<file path="config.mk">
export PLATFORM = sky130hd
export DESIGN_NAME = adc_seq_ctrl
export DESIGN_NICKNAME = d
export VERILOG_FILES = /design/src/rtl/adc_seq_pkg.sv /design/src/rtl/adc_tad_gen.sv /design/src/rtl/adc_trig_sync.sv /design/src/rtl/adc_sar_core.sv /design/src/rtl/adc_seq_ctrl.sv
export SDC_FILE = /design/constraint.sdc
export NUM_CORES = 1
export LEC_CHECK = 0
export BUFFER_PORTS_ARGS = -buffer_cell sky130_fd_sc_hd__buf_2
export CAP_MARGIN = 20
export CORE_ASPECT_RATIO = 0.5
export CORE_UTILIZATION = 46
export CTS_CLUSTER_SIZE = 28
export DETAILED_ROUTE_END_ITERATION = 16
export PLACE_DENSITY = 0.67
export SETUP_SLACK_MARGIN = 0.4
export SYNTH_ARGS = -nofsm -noshare
export SYNTH_HDL_FRONTEND = slang
export SYNTH_SLANG_ARGS = --single-unit
</file>
<file path="constraint.sdc">
create_clock -name clk -period 2 [get_ports clk]
set_clock_uncertainty 0.1 [all_clocks]
set_input_delay 0.4 -clock clk [delete_from_list [all_inputs] [get_ports clk]]
set_output_delay 0.4 -clock clk [all_outputs]
set_load 0.02 [all_outputs]
</file>
<file path="src/rtl/adc_seq_pkg.sv">
package adc_seq_pkg;

   localparam int TSEL_W = 3;

   localparam logic [TSEL_W-1:0] TS_SOFT  = 3'b000;
   localparam logic [TSEL_W-1:0] TS_TIMER = 3'b001;
   localparam logic [TSEL_W-1:0] TS_EXT   = 3'b010;
   localparam logic [TSEL_W-1:0] TS_AUTO  = 3'b111;

   typedef enum logic [1:0] {
      ST_IDLE,
      ST_ACQ,
      ST_CONV,
      ST_LOCK
   } seq_state_t;

endpackage

</file>
<file path="src/rtl/adc_tad_gen.sv">
// Conversion-clock divider: one tick every div_code+1 cycles, phase-aligned by restart.
module adc_tad_gen #(
   parameter int DIV_W = 6
) (
   input  logic             clk,
   input  logic             rst_n,
   input  logic             restart,
   input  logic [DIV_W-1:0] div_code,
   output logic             tick
);

   localparam logic [DIV_W-1:0] ONE_D = 1;

   logic [DIV_W-1:0] cnt_q;

   assign tick = (cnt_q == div_code);

   always_ff @(posedge clk or negedge rst_n) begin
      if (!rst_n) begin
         cnt_q <= '0;
      end else if (restart || tick) begin
         cnt_q <= '0;
      end else begin
         cnt_q <= cnt_q + ONE_D;
      end
   end

endmodule

</file>
<file path="src/rtl/adc_trig_sync.sv">
// Synchroniser chain followed by a rising-edge detector.
module adc_trig_sync #(
   parameter int STAGES = 2
) (
   input  logic clk,
   input  logic rst_n,
   input  logic async_in,
   output logic rise
);

   logic [STAGES:0] chain_q;

   always_ff @(posedge clk or negedge rst_n) begin
      if (!rst_n) begin
         chain_q <= '0;
      end else begin
         chain_q <= {chain_q[STAGES-1:0], async_in};
      end
   end

   assign rise = chain_q[STAGES-1] & ~chain_q[STAGES];

endmodule

</file>
<file path="src/rtl/adc_sar_core.sv">
// Step sequencer and approximation register: one setup step, BITS decisions, one write step.
module adc_sar_core #(
   parameter int BITS = 12
) (
   input  logic            clk,
   input  logic            rst_n,
   input  logic            start,
   input  logic            run,
   input  logic            tick,
   input  logic            cmp_in,
   output logic [BITS-1:0] dac_code,
   output logic [BITS-1:0] value,
   output logic            last
);

   localparam int STEPS = BITS + 2;
   localparam int SW    = $clog2(STEPS);
   localparam logic [SW-1:0] ONE_S   = 1;
   localparam logic [SW-1:0] FIRST_D = 1;
   localparam logic [SW-1:0] LAST_D  = SW'(BITS);
   localparam logic [SW-1:0] LAST_S  = SW'(STEPS - 1);
   localparam logic [BITS-1:0] LSB   = 1;

   logic [SW-1:0]   step_q;
   logic [BITS-1:0] sar_q;
   logic [BITS-1:0] trial;
   logic            decide;

   assign decide = run && (step_q >= FIRST_D) && (step_q <= LAST_D);

   always_comb begin
      trial = '0;
      if (decide) begin
         trial = LSB << (BITS - int'(step_q));
      end
   end

   assign dac_code = sar_q | trial;
   assign value    = sar_q;
   assign last     = run && tick && (step_q == LAST_S);

   always_ff @(posedge clk or negedge rst_n) begin
      if (!rst_n) begin
         step_q <= '0;
         sar_q  <= '0;
      end else if (start) begin
         step_q <= '0;
         sar_q  <= '0;
      end else if (run && tick) begin
         step_q <= step_q + ONE_S;
         if (decide && cmp_in) begin
            sar_q <= sar_q | trial;
         end
      end
   end

endmodule

</file>
<file path="src/rtl/adc_seq_ctrl.sv">
module adc_seq_ctrl
   import adc_seq_pkg::*;
#(
   parameter int ADC_BITS    = 12,
   parameter int DIV_W       = 6,
   parameter int ACQ_W       = 5,
   parameter int SYNC_STAGES = 2,
   parameter int LOCK_TADS   = 2
) (
   input  logic                clk,
   input  logic                rst_n,
   input  logic                ctl_enable,
   input  logic                ctl_sample,
   input  logic [TSEL_W-1:0]   ctl_trig_sel,
   input  logic [ACQ_W-1:0]    ctl_acq_count,
   input  logic [DIV_W-1:0]    ctl_clk_div,
   input  logic                timer_evt,
   input  logic                ext_evt,
   input  logic                cmp_in,
   output logic [ADC_BITS-1:0] dac_code,
   output logic [ADC_BITS-1:0] result,
   output logic                result_done
);

   localparam int NUM_EVT = 2;
   localparam logic [ACQ_W-1:0] ONE_A     = 1;
   localparam logic [ACQ_W-1:0] LOCK_LAST = ACQ_W'(LOCK_TADS - 1);

   // elaboration-time parameter checks
   if (ADC_BITS < 2 || ADC_BITS > 16) begin : g_bad_bits
      $error("ADC_BITS out of range");
   end
   if (SYNC_STAGES < 2) begin : g_bad_sync
      $error("SYNC_STAGES must be at least 2");
   end
   if (LOCK_TADS < 1 || LOCK_TADS > (1 << ACQ_W)) begin : g_bad_lock
      $error("LOCK_TADS does not fit the phase counter");
   end
   if (DIV_W < 1 || ACQ_W < 1) begin : g_bad_width
      $error("counter widths must be positive");
   end

   seq_state_t state_q, state_d;
   logic [ACQ_W-1:0] ph_q;
   logic [ACQ_W-1:0] acq_eff;
   logic             sample_q;
   logic             smp_rise, smp_fall;
   logic             tick, restart, conv_start, conv_last;
   logic [ADC_BITS-1:0] sar_value;
   logic [NUM_EVT-1:0]  evt_raw, evt_rise;
   logic [ADC_BITS-1:0] result_q;
   logic                done_q;

   // event synchronisers, one per external source (0 timer, 1 external)
   assign evt_raw = {ext_evt, timer_evt};
   for (genvar g = 0; g < NUM_EVT; g++) begin : g_sync
      adc_trig_sync #(.STAGES(SYNC_STAGES)) u_sync (
         .clk      (clk),
         .rst_n    (rst_n),
         .async_in (evt_raw[g]),
         .rise     (evt_rise[g])
      );
   end

   adc_tad_gen #(.DIV_W(DIV_W)) u_tad (
      .clk      (clk),
      .rst_n    (rst_n),
      .restart  (restart),
      .div_code (ctl_clk_div),
      .tick     (tick)
   );

   adc_sar_core #(.BITS(ADC_BITS)) u_sar (
      .clk      (clk),
      .rst_n    (rst_n),
      .start    (conv_start),
      .run      (state_q == ST_CONV),
      .tick     (tick),
      .cmp_in   (cmp_in),
      .dac_code (dac_code),
      .value    (sar_value),
      .last     (conv_last)
   );

   assign smp_rise = ctl_sample & ~sample_q;
   assign smp_fall = ~ctl_sample & sample_q;
   assign acq_eff  = (ctl_acq_count == '0) ? ONE_A : ctl_acq_count;

   always_comb begin
      state_d = state_q;
      unique case (state_q)
         ST_IDLE: begin
            if (ctl_enable && smp_rise) state_d = ST_ACQ;
         end
         ST_ACQ: begin
            if (!ctl_enable) begin
               state_d = ST_LOCK;
            end else begin
               unique case (ctl_trig_sel)
                  TS_SOFT:  if (smp_fall)    state_d = ST_CONV;
                  TS_TIMER: if (evt_rise[0]) state_d = ST_CONV;
                  TS_EXT:   if (evt_rise[1]) state_d = ST_CONV;
                  TS_AUTO:  if (tick && ph_q == (acq_eff - ONE_A)) state_d = ST_CONV;
                  default:  state_d = ST_ACQ;
               endcase
            end
         end
         ST_CONV: begin
            if (!ctl_enable) begin
               state_d = ST_LOCK;
            end else if (conv_last) begin
               state_d = (ctl_trig_sel == TS_AUTO) ? ST_ACQ : ST_IDLE;
            end
         end
         ST_LOCK: begin
            if (tick && ph_q == LOCK_LAST) state_d = ST_IDLE;
         end
         default: state_d = ST_IDLE;
      endcase
   end

   assign restart    = (state_d != state_q);
   assign conv_start = (state_d == ST_CONV) && (state_q != ST_CONV);

   always_ff @(posedge clk or negedge rst_n) begin
      if (!rst_n) begin
         state_q  <= ST_IDLE;
         ph_q     <= '0;
         sample_q <= 1'b0;
         result_q <= '0;
         done_q   <= 1'b0;
      end else begin
         state_q  <= state_d;
         sample_q <= ctl_sample;
         if (restart) begin
            ph_q <= '0;
         end else if (tick) begin
            ph_q <= ph_q + ONE_A;
         end
         done_q <= (state_q == ST_CONV) && ctl_enable && conv_last;
         if ((state_q == ST_CONV) && ctl_enable && conv_last) begin
            result_q <= sar_value;
         end
      end
   end

   assign result      = result_q;
   assign result_done = done_q;

endmodule

</file>
==> impl_metrics.tcl, run 1 <==
set metrics [dict create \
    synthTopCellsByArea "dfrtp_1, nand2_1, xnor2_1, nor2_1, ha_1" \
    gr-total-overflow 0 \
    io_pins 46 \
    syn_inst 284 \
    drc 0 \
    antenna_found_initial 0 \
    hp-class "primary input to register" \
    fmax_ghz 0.4049 \
    yosysWarnings 0 \
    slowest_delay_ns 0.46 \
    grt_pass1_vias 2557 \
    wl_per_cell_um 15.99 \
    viasPerCell 5.233 \
    relSlewSlack_pct 63.44 \
    fin_crit_sh_pct 123.5 \
    worst_slew_pin_slew_ns 0.5427 \
    syn_avg_cell_area_um2 9.366 \
    rows 19 \
    powerDensity_nw_per_um2 901.6 \
    dr_total_vias 2470 \
    cts_root_buffer "clkbuf_16" \
    arrival_ns 1.97 \
    reg2reg_slack_ns -0.21 \
    drv_slew 0 \
    ys_seq_area_share_pct 46.10 \
    clockBufferDepth 2 \
    cp_common_cell "o21ai_4" \
    antenna_cells 0 \
    finalWirelength_um 7549 \
    grt_usage_pct 26.04 \
    crit_type "register to output port" \
    finalSetupTns_ns -8.896 \
    cts_max_level 2 \
    async_flop_share_pct 100.0 \
    ir_drop_v 0.0004841 \
    cp.required_ns 1.50 \
    ys_types 47 \
    drive_gt1_share_pct 52.38 \
    rsz0062_at_grt "true" \
    dp_hpwl_um 4680 \
    drtIter0Drc 109 \
    cts_buffers 5 \
    setup_viol 41 \
    synth_seq_cells 49 \
    dp_cells 444 \
    syn2layout_area_growth_pct 57.90 \
    num-nets-final 427 \
    crit_chain "buf_4 > o21ai_4 > xnor2_2 > or3_4 > o21ai_4 > buf_6" \
    cp-end-kind "output port" \
    gp_congestion 0.8616 \
    drtAntennaViolNets 0 \
    grt_max_degree 23 \
    utilization_pct 76.16 \
    die_w_um 109.5 \
    violations "setup timing" \
    holdWs_ns 0.1146 \
    finalWorstSetupSlack_ns -0.4698 \
    slowest_stage "dfrtp_2" \
    crit_path_max_fanout 6 \
    core_area_um2 5515 \
    drv_cap 0 \
    status "finished, violations left" \
    yosysTopAreaCellShare_pct 46.10 \
    synthFlopType "dfrtp_1" \
    syn-cell-area_um2 2660 \
    cts_tree "done" \
    post-route-min-period_ns 2.470 \
    synth_nets 312 \
    cts.sinks 49 \
    start_util_pct 48.23 \
    synth_edf_count 0 \
    cellLeakagePower_nw 1.974 \
    start_kind "register" \
    path_clk_slew_ns 0.06 \
    layout.cells.non_filler 472 \
    die-area_um2 6109 \
    synth_area_leader_cell "dfrtp_1" \
    drt_pass1_iterations 4 \
    port_buffers 45 \
    clock_latency_ns 0.29 \
    grt_pass1_wl_um 12140 \
    dieHeight_um 55.77 \
    finalHoldViolations 0 \
]
[final timing paths]
check | startpoint | cells after the start | endpoint
worst max-delay path | u_sar.step_q[0]$_DFFE_PN0P_ | 6 | dac_code[9]
worst min-delay path | ext_evt | 1 | g_sync[1].u_sync.chain_q[0]$_DFF_PN0_
worst max register to register | u_sar.step_q[0]$_DFFE_PN0P_ | 9 | u_sar.value[0]$_DFFE_PN0P_
worst min register to register | g_sync[0].u_sync.chain_q[0]$_DFF_PN0_ | 0 | g_sync[0].u_sync.chain_q[1]$_DFF_PN0_
max in group asynchronous | rst_n | 3 | u_sar.value[0]$_DFFE_PN0P_
min in group asynchronous | rst_n | 2 | ph_q[0]$_DFFE_PN0P_
[per-layer routing]
metal | wire [um] | global-route usage (%) | part of all wire, % | up-vias
li1 | - | - | - | 1192
met1 | 3454 | 35.75 | 46 | 1190
met2 | 3673 | 43.04 | 49 | 77
met3 | 343 | 4.450 | 4.5 | 11
met4 | 78 | 6.476 | 1.0 | 0
met5 | 0 | 0 | 0 | -
[timing repair]
action	CTS	global route
setup endpoints to repair	54	54
cloned	3	0
resized for setup	70	46
endpoints found under the hold margin	18	0
pin swaps	27	11
hold buffers	1	0
buffers inserted	12	5
[logic make-up after synthesis]
| family | Yosys count | synth area share [%] |
|---|---|---|
| XOR/XNOR | 23 | 7.855 |
| AND/OR/NAND/NOR | 125 | 24.93 |
| AO/OA/AOI/OAI | 54 | 13.22 |
| flip-flops | 49 | 46.10 |
| adder cells (fa/ha/maj) | 7 | 3.292 |
| multiplexers | 2 | 0.7526 |
| buffers and inverters | 24 | 3.856 |
[synthesized netlist by cell type, drive strengths merged, types with 2 or more instances]
library cell,number
nor2b,3
nor4b,3
ha,7
nor3b,2
dfrtp,49
nor2,34
nand3,8
and3b,2
a21oi,17
nand4,5
or3,7
and2,2
inv,15
xnor2,17
clkbuf,4
nand3b,2
xor2,6
buf,4
nand2b,2
nor3,8
nand2,42
mux2i,2
a31oi,5
o21bai,3
a21o,8
o21ai,14
[worst max-delay path: cells and delay by family (launching register included)]
family,cells,cell delay [ns]
DFF,1,0.46
AOI/OAI and AO/OA,2,0.36
xor gates and xnor gates,1,0.10
buffers and inverters,2,0.32
and+or+nand+nor,1,0.42
[sequential cells by signal (all words and copies together) (netlist names)]
signal                 count
sample_q                   1
ph_q                       5
state_q                    2
u_sar.value               12
u_tad.cnt_q                6
result_done                1
u_sar.step_q               4
result                    12
g_sync.u_sync.chain_q      6
[cell usage in the layout (no fill, tap or decap), types with 3 or more instances in the layout]
master	count
buf_4	59
dfrtp_1	48
buf_2	31
nand2_1	26
buf_6	19
nor2_1	16
xnor2_1	14
nand2_2	14
inv_1	13
nor2_4	13
a21oi_2	12
a21o_1	8
nand3_1	8
nor3_1	7
nor2_2	5
xor2_1	5
o21ai_1	5
clkbuf_16	5
or3_4	4
o21ai_2	4
or3_1	4
ha_1	4
o21ai_4	3
a31oi_4	3
nand4_1	3
xnor2_2	3
a21oi_1	3
nor2b_1	3
[metrics by stage]
| stage | area, um^2 | total power [W] | setup WS (ns) |
|---|---|---|---|
| global placement | 3433 | 0.002547 | -0.5363 |
| floorplan | 2785 | 0.002044 | -0.3833 |
| detailed placement | 3433 | 0.002589 | -0.6075 |
| finish | 4200 | 0.003787 | -0.4698 |
| global route | 4200 | 0.004000 | -0.5295 |
| CTS | 3960 | 0.003648 | -0.4308 |
[cell type report]
cell class	instances	area, um^2
Timing Repair Buffer	114	904.6
Clock buffer	7	142.6
Inverter	16	67.56
Tap cell	73	91.34
Timing Repair inverter	1	8.758
Multi-Input combinational cell	212	1758
Sequential cell	49	1227
Fill cell	387	1315
[power breakdown]
group	switching, W	internal [W]	leakage, nW	total [W]
sequential	0.000117	0.00113	0.636	0.00124
combinational	0.000884	0.000813	1.27	0.00170
clock	0.000354	0.000492	0.0700	0.000846
Note: power is estimated with default switching activity, not from simulation.
==> run 2: changes to the inputs <==
==> constraint.sdc (replaced) <==
create_clock -name clk -period 2 [get_ports clk]
set_clock_uncertainty 0.1 [all_clocks]
set_input_delay 0.2 -clock clk [delete_from_list [all_inputs] [get_ports clk]]
set_output_delay 0.2 -clock clk [all_outputs]
set_load 0.02 [all_outputs]
==> run 2 against run 1 <==
Net effect: the flow still finishes with violations (setup timing); die area did not move; fmax rose by 8.9%; combinational power barely moved; critical path type unchanged; non-clock buffer count fell by 2; cell area rose by 2.0%; largest power group unchanged; hold slack improved by 0.13 ns; power fell by 0.40%; sequential cell count did not move; worst setup slack improved by 0.20 ns.
==> impl_metrics.tcl, run 2 (same netlist as run 1, synthesis figures left out) <==
set metrics [dict create \
    slowest_stage "dfrtp_2" \
    dp_cells 436 \
    cp_num_cells 7 \
    design_area_um2 4285 \
    wl_per_cell_um 16.22 \
    powerDensity_nw_per_um2 880.2 \
    relSlewSlack_pct 58.15 \
    swShare_pct 36.73 \
    cts.sinks 49 \
    cellLeakagePower_nw 2.015 \
    rows 19 \
    syn2layout_area_growth_pct 61.10 \
    drive_gt1_share_pct 54.52 \
    antenna_found_initial 0 \
    ir_drop_v 0.0005493 \
    finalHoldViolations 0 \
    grt_usage_pct 25.87 \
    cp-end-kind "output port" \
    worst_slew_pin_slew_ns 0.6229 \
    slowest_delay_ns 0.46 \
    hp-class "primary input to register" \
    status "finished, violations left" \
    crit_type "register to output port" \
    die-area_um2 6109 \
    finalWirelength_um 7638 \
    place_ws_ns -0.3601 \
    layout_commonest_cell "dfrtp_1" \
    p_clk_share_pct 21.5 \
    grt_max_degree 25 \
    cts_max_level 2 \
    port_buffers 45 \
    dieHeight_um 55.77 \
    worst-path-buf-inv 3 \
    utilization_pct 77.70 \
    layout.cells.non_filler 471 \
    dp_hpwl_um 4612 \
    drc 0 \
    finalWorstSetupSlack_ns -0.2681 \
    grt_pass1_wl_um 11880 \
    start_util_pct 48.23 \
    min_delay_path_depth 4 \
    arrival_ns 1.97 \
    fillers 351 \
    drt_pass1_iterations 4 \
    dr_total_vias 2512 \
    crit_path_max_fanout 3 \
    power_w 0.003772 \
    seq_power_share_pct 33.4 \
    clock_latency_ns 0.29 \
    die_w_um 109.5 \
    setup_viol 40 \
    drtAntennaViolNets 0 \
    antenna_cells 0 \
    start_kind "register" \
    cts_root_buffer "clkbuf_16" \
    fmax_ghz 0.4409 \
    gp_congestion 0.8170 \
    cts_tree "done" \
    comb_power_share_pct 45.1 \
    fin_crit_sh_pct 113.4 \
    critical-path-top-delay-family "buffers and inverters" \
    crit_chain "buf_6 > o21ai_4 > xor2_2 > nand4_1 > buf_4 > o21ai_4 > buf_6" \
    violations "setup timing" \
    drv_cap 0 \
    viasPerCell 5.333 \
    core_area_um2 5515 \
    path_clk_slew_ns 0.06 \
    clockBufferDepth 2 \
    cts_buffers 5 \
    switchingPower_w 0.001385 \
    final_cell_mix "dfrtp_1, buf_4, buf_2" \
    post-route-min-period_ns 2.268 \
    gr-total-overflow 0 \
    drv_slew 0 \
    seq_area_um2 1229 \
    rr_worst_depth 9 \
    place_area_um2 3361 \
    grt_pass1_vias 2493 \
    num-nets-final 425 \
    drtIter0Drc 95 \
    rsz0062_at_grt "true" \
    p_int_w 0.002386 \
    io_pins 46 \
    multi_input_area_um2 1795 \
    cp.required_ns 1.70 \
]
==> run 2: cell count changes in the layout (fill, tap and decap cells not counted), sizes merged <==
cell         change
clkinvlp         +1
buf              -6
clkinv           +2
dlygate4sd3      +3
clkbuf           -1
==> run 2: per-stage QoR <==
step	hold slack, ns	TNS [ns]
6_report	0.2398	-4.560
5_1_grt	0.2486	-8.465
4_1_cts	0.2219	-3.967
3_5_place_dp	0.1112	-6.716
3_3_place_gp	0.1027	-6.055
2_1_floorplan	-0.1956	-2.195
==> run 2: power by group through the flow <==
stage / registers, W / logic (W) / clock network [W]
CTS: 0.00125 / 0.00150 / 0.000838
floorplan: 0.00124 / 0.000805 / 0
detailed placement: 0.00126 / 0.00125 / 0
global route: 0.00128 / 0.00183 / 0.000875
global placement: 0.00125 / 0.00121 / 0
finish: 0.00126 / 0.00170 / 0.000811
==> run 2: layer usage <==
metal  routed length, um  global-route usage (%)  vias up
met1                3310                   34.17     1228
met4                 243                   9.714        0
met3                 283                   4.684       25
li1                    -                       -     1195
met2                3800                   42.59       64
met5                   0                       0        -
==> run 2: layout make-up <==
cell class              count  area share (%)
clock inverters             3          0.4088
clock buffers               5           2.920
well taps                  73           2.131
repair inverters            1          0.3796
repair buffers            112           21.84
multi-input cells         212           41.90
flip-flops and latches     49           28.67
inverters                  16           1.752
==> run 2: worst paths after layout <==
path                       slack (ns)                                  start                                     to
setup / recovery                -0.27            u_sar.step_q[0]$_DFFE_PN0P_                           dac_code[10]
hold / removal                   0.24                                 cmp_in             u_sar.value[8]$_DFFE_PN0P_
setup reg to reg                -0.19            u_sar.step_q[1]$_DFFE_PN0P_             u_sar.value[9]$_DFFE_PN0P_
hold reg to reg                  0.25  g_sync[1].u_sync.chain_q[0]$_DFF_PN0_  g_sync[1].u_sync.chain_q[1]$_DFF_PN0_
max in group asynchronous        0.87                                  rst_n            u_sar.step_q[2]$_DFFE_PN0P_
min in group asynchronous        0.32                                  rst_n                    ph_q[4]$_DFFE_PN0P_
==> run 2: timing repair <==
item,4_1_cts,5_1_grt
setup endpoints to repair,54,54
cloned,2,1
endpoints found under the hold margin,25,0
hold buffers,4,0
pin swaps,33,36
resized for setup,75,65
buffers inserted,9,11
==> run 2: worst min-delay path, stage by stage <==
cell and delay [ns]:
buf_2 0.12, nand3_2 0.09, or3_4 0.13, a21oi_2 0.04
==> run 3: changes to the inputs <==
--- a/config.mk
+++ b/config.mk
@@ -6,8 +6,8 @@
 export NUM_CORES = 1
 export LEC_CHECK = 0
 export BUFFER_PORTS_ARGS = -buffer_cell sky130_fd_sc_hd__buf_2
-export CAP_MARGIN = 20
 export CORE_ASPECT_RATIO = 0.5
+export CORE_MARGIN = 8
 export CORE_UTILIZATION = 46
 export CTS_CLUSTER_SIZE = 28
 export DETAILED_ROUTE_END_ITERATION = 16
==> run 3 against run 2 <==
Net effect: the flow still finishes with violations (setup timing); sequential cell count did not move; first-iteration DRC count rose by 47%; fmax fell by 1.3%; routed wire length rose by 0.97%; power fell by 0.88%; cell area fell by 2.0%; worst setup slack got worse by 0.029 ns; count of clock-buffer cells in the layout rose by 1; sequential power barely moved; clock power rose by 1%; critical path type unchanged; largest cell class unchanged.
==> impl_metrics.tcl, run 3 (same netlist as run 1, synthesis figures left out) <==
set metrics [dict create \
    status "finished, violations left" \
    violations "setup timing" \
    place_ws_ns -0.3755 \
    grt_usage_pct 17.47 \
    comb_power_share_pct 43.9 \
    finalHoldViolations 0 \
    wl_per_cell_um 16.58 \
    viasPerCell 5.258 \
    syn2layout_area_growth_pct 57.90 \
    grt_max_degree 19 \
    p_clk_share_pct 22.0 \
    swShare_pct 36.62 \
    reg2reg_slack_ns -0.25 \
    worst-path-buf-inv 2 \
    drv_cap 0 \
    start_kind "register" \
    cts_tree "done" \
    finalWirelength_um 7712 \
    min_from "cmp_in" \
    setup_viol 29 \
    gr-total-overflow 0 \
    p_int_w 0.002370 \
    slowest_stage "dfrtp_1" \
    arrival_ns 2.00 \
    drtAntennaViolNets 0 \
    fmax_ghz 0.4353 \
    cp_num_cells 8 \
    crit_type "register to output port" \
    rr_worst_depth 9 \
    worst_slew_pin_slew_ns 0.7194 \
    finalWorstSetupSlack_ns -0.2970 \
    num-nets-final 419 \
    die-area_um2 8619 \
    drtIter0Drc 140 \
    reg2reg_to "u_sar.value[8]$_DFFE_PN0P_" \
    gp_congestion 0.8115 \
    drv_slew 0 \
    fin_crit_sh_pct 114.9 \
    core_area_um2 5539 \
    final_cell_mix "dfrtp_1, buf_4, buf_2" \
    hp-class "primary input to register" \
    critical-path-top-delay-family "simple AND/OR/NAND/NOR gates" \
    ir_drop_v 0.0004888 \
    drt_pass1_iterations 4 \
    crit_path_max_fanout 5 \
    antenna_cells 0 \
    grt_pass1_wl_um 12180 \
    min_delay_path_depth 4 \
    die_w_um 123.5 \
    cts_buffers 5 \
    cellLeakagePower_nw 1.963 \
    clockBufferDepth 2 \
    seq_power_share_pct 34.1 \
    cp-end-kind "output port" \
    rsz0062_at_grt "true" \
    cts_root_buffer "clkbuf_16" \
    rows 19 \
    antenna_found_initial 0 \
    drc 0 \
    grt_pass1_vias 2562 \
    crit_chain "inv_2 > ha_4 > nor2_2 > a31oi_4 > nand2_2 > or3_4 > o21ai_4 > buf_6" \
    dp_hpwl_um 4781 \
    io_pins 46 \
    relSlewSlack_pct 51.67 \
    layout.cells.non_filler 465 \
    port_buffers 45 \
    start_util_pct 48.02 \
    dp_cells 433 \
    cts.sinks 49 \
    drive_gt1_share_pct 52.30 \
    clock_latency_ns 0.29 \
    switchingPower_w 0.001369 \
    dieHeight_um 69.77 \
    slowest_delay_ns 0.40 \
    post-route-min-period_ns 2.297 \
    cts_max_level 2 \
    powerDensity_nw_per_um2 890.1 \
    rr_startpoint "u_sar.step_q[1]$_DFFE_PN0P_" \
    cp.required_ns 1.70 \
    min_to "u_sar.value[9]$_DFFE_PN0P_" \
    layout_commonest_cell "dfrtp_1" \
    path_clk_slew_ns 0.06 \
    dr_total_vias 2445 \
]
==> run 3: cell count changes in the layout (fill, tap and decap cells not counted), moves of 3 or more <==
| cell | before | now |
|---|---|---|
| nand2_1 | 19 | 23 |
| nand2_2 | 17 | 13 |
| a21oi_1 | 8 | 5 |
| buf_6 | 30 | 27 |
| nor2_2 | 14 | 11 |
==> run 3: how the worst max path moves through the flow <==
stage                                     start                           to
global placement               ctl_acq_count[3]  u_sar.value[10]$_DFFE_PN0P_
detailed placement             ctl_acq_count[3]   u_sar.value[9]$_DFFE_PN0P_
finish              u_sar.step_q[1]$_DFFE_PN0P_                  dac_code[9]
CTS                 u_sar.step_q[1]$_DFFE_PN0P_                  dac_code[9]
global route        u_sar.step_q[0]$_DFFE_PN0P_                  dac_code[9]
floorplan                      ctl_acq_count[3]  u_sar.step_q[2]$_DFFE_PN0P_
==> run 3: worst reg2reg max path, cell delays in order (launching register included) <==
cell	delay, ns
dfrtp_1	0.40
inv_2	0.10
ha_4	0.14
nor2_2	0.05
a31oi_4	0.27
nand2_2	0.10
or3_4	0.38
buf_4	0.16
or3_4	0.36
a21oi_2	0.13
==> run 3: layer usage <==
layer  vias to the layer above  global-route usage (%)  wire length, um
met2                        67                   28.43             3849
met1                      1186                   22.20             3337
li1                       1179                       -                -
met4                         0                   4.901              104
met3                        13                   4.630              420
met5                         -                       0                0
==> run 3: area by class of cell <==
class / count / area [um^2]
clock buffers: 6 / 128.9
clock inverters: 2 / 10.01
fillers: 376 / 1339
inverters: 16 / 67.56
multi-input cells: 211 / 1785
flip-flops and latches: 49 / 1229
well taps: 73 / 91.34
repair buffers: 107 / 877.1
repair inverters: 1 / 11.26
==> run 3: stage by stage <==
step                power, W  utilization (%)  TNS [ns]  cell area (um^2)  hold slack [ns]
floorplan           0.002044                -    -2.195              2786          -0.1956
detailed placement  0.002485            60.27    -7.071              3338          0.06138
CTS                 0.003611            71.72    -3.503              3973           0.2381
global route        0.003940            75.83    -7.324              4200           0.2565
finish              0.003739            75.83    -4.498              4200           0.2474
global placement    0.002455            60.27    -6.017              3338          0.03833
==> run 3: what timing repair did <==
item,CTS,global route
endpoints found under the hold margin,19,0
setup endpoints to repair,54,54
hold buffers,4,0
buffers inserted,12,6
pin swaps,45,24
gates resized for setup,92,40
gates cloned,2,0
==> run 3: power groups by stage <==
stage	clock [W]	sequential, W	combinational, W
3_5_place_dp	0	0.00126	0.00122
6_report	0.000822	0.00128	0.00164
5_1_grt	0.000875	0.00129	0.00178
4_1_cts	0.000839	0.00126	0.00151
3_3_place_gp	0	0.00126	0.00120
2_1_floorplan	0	0.00124	0.000805
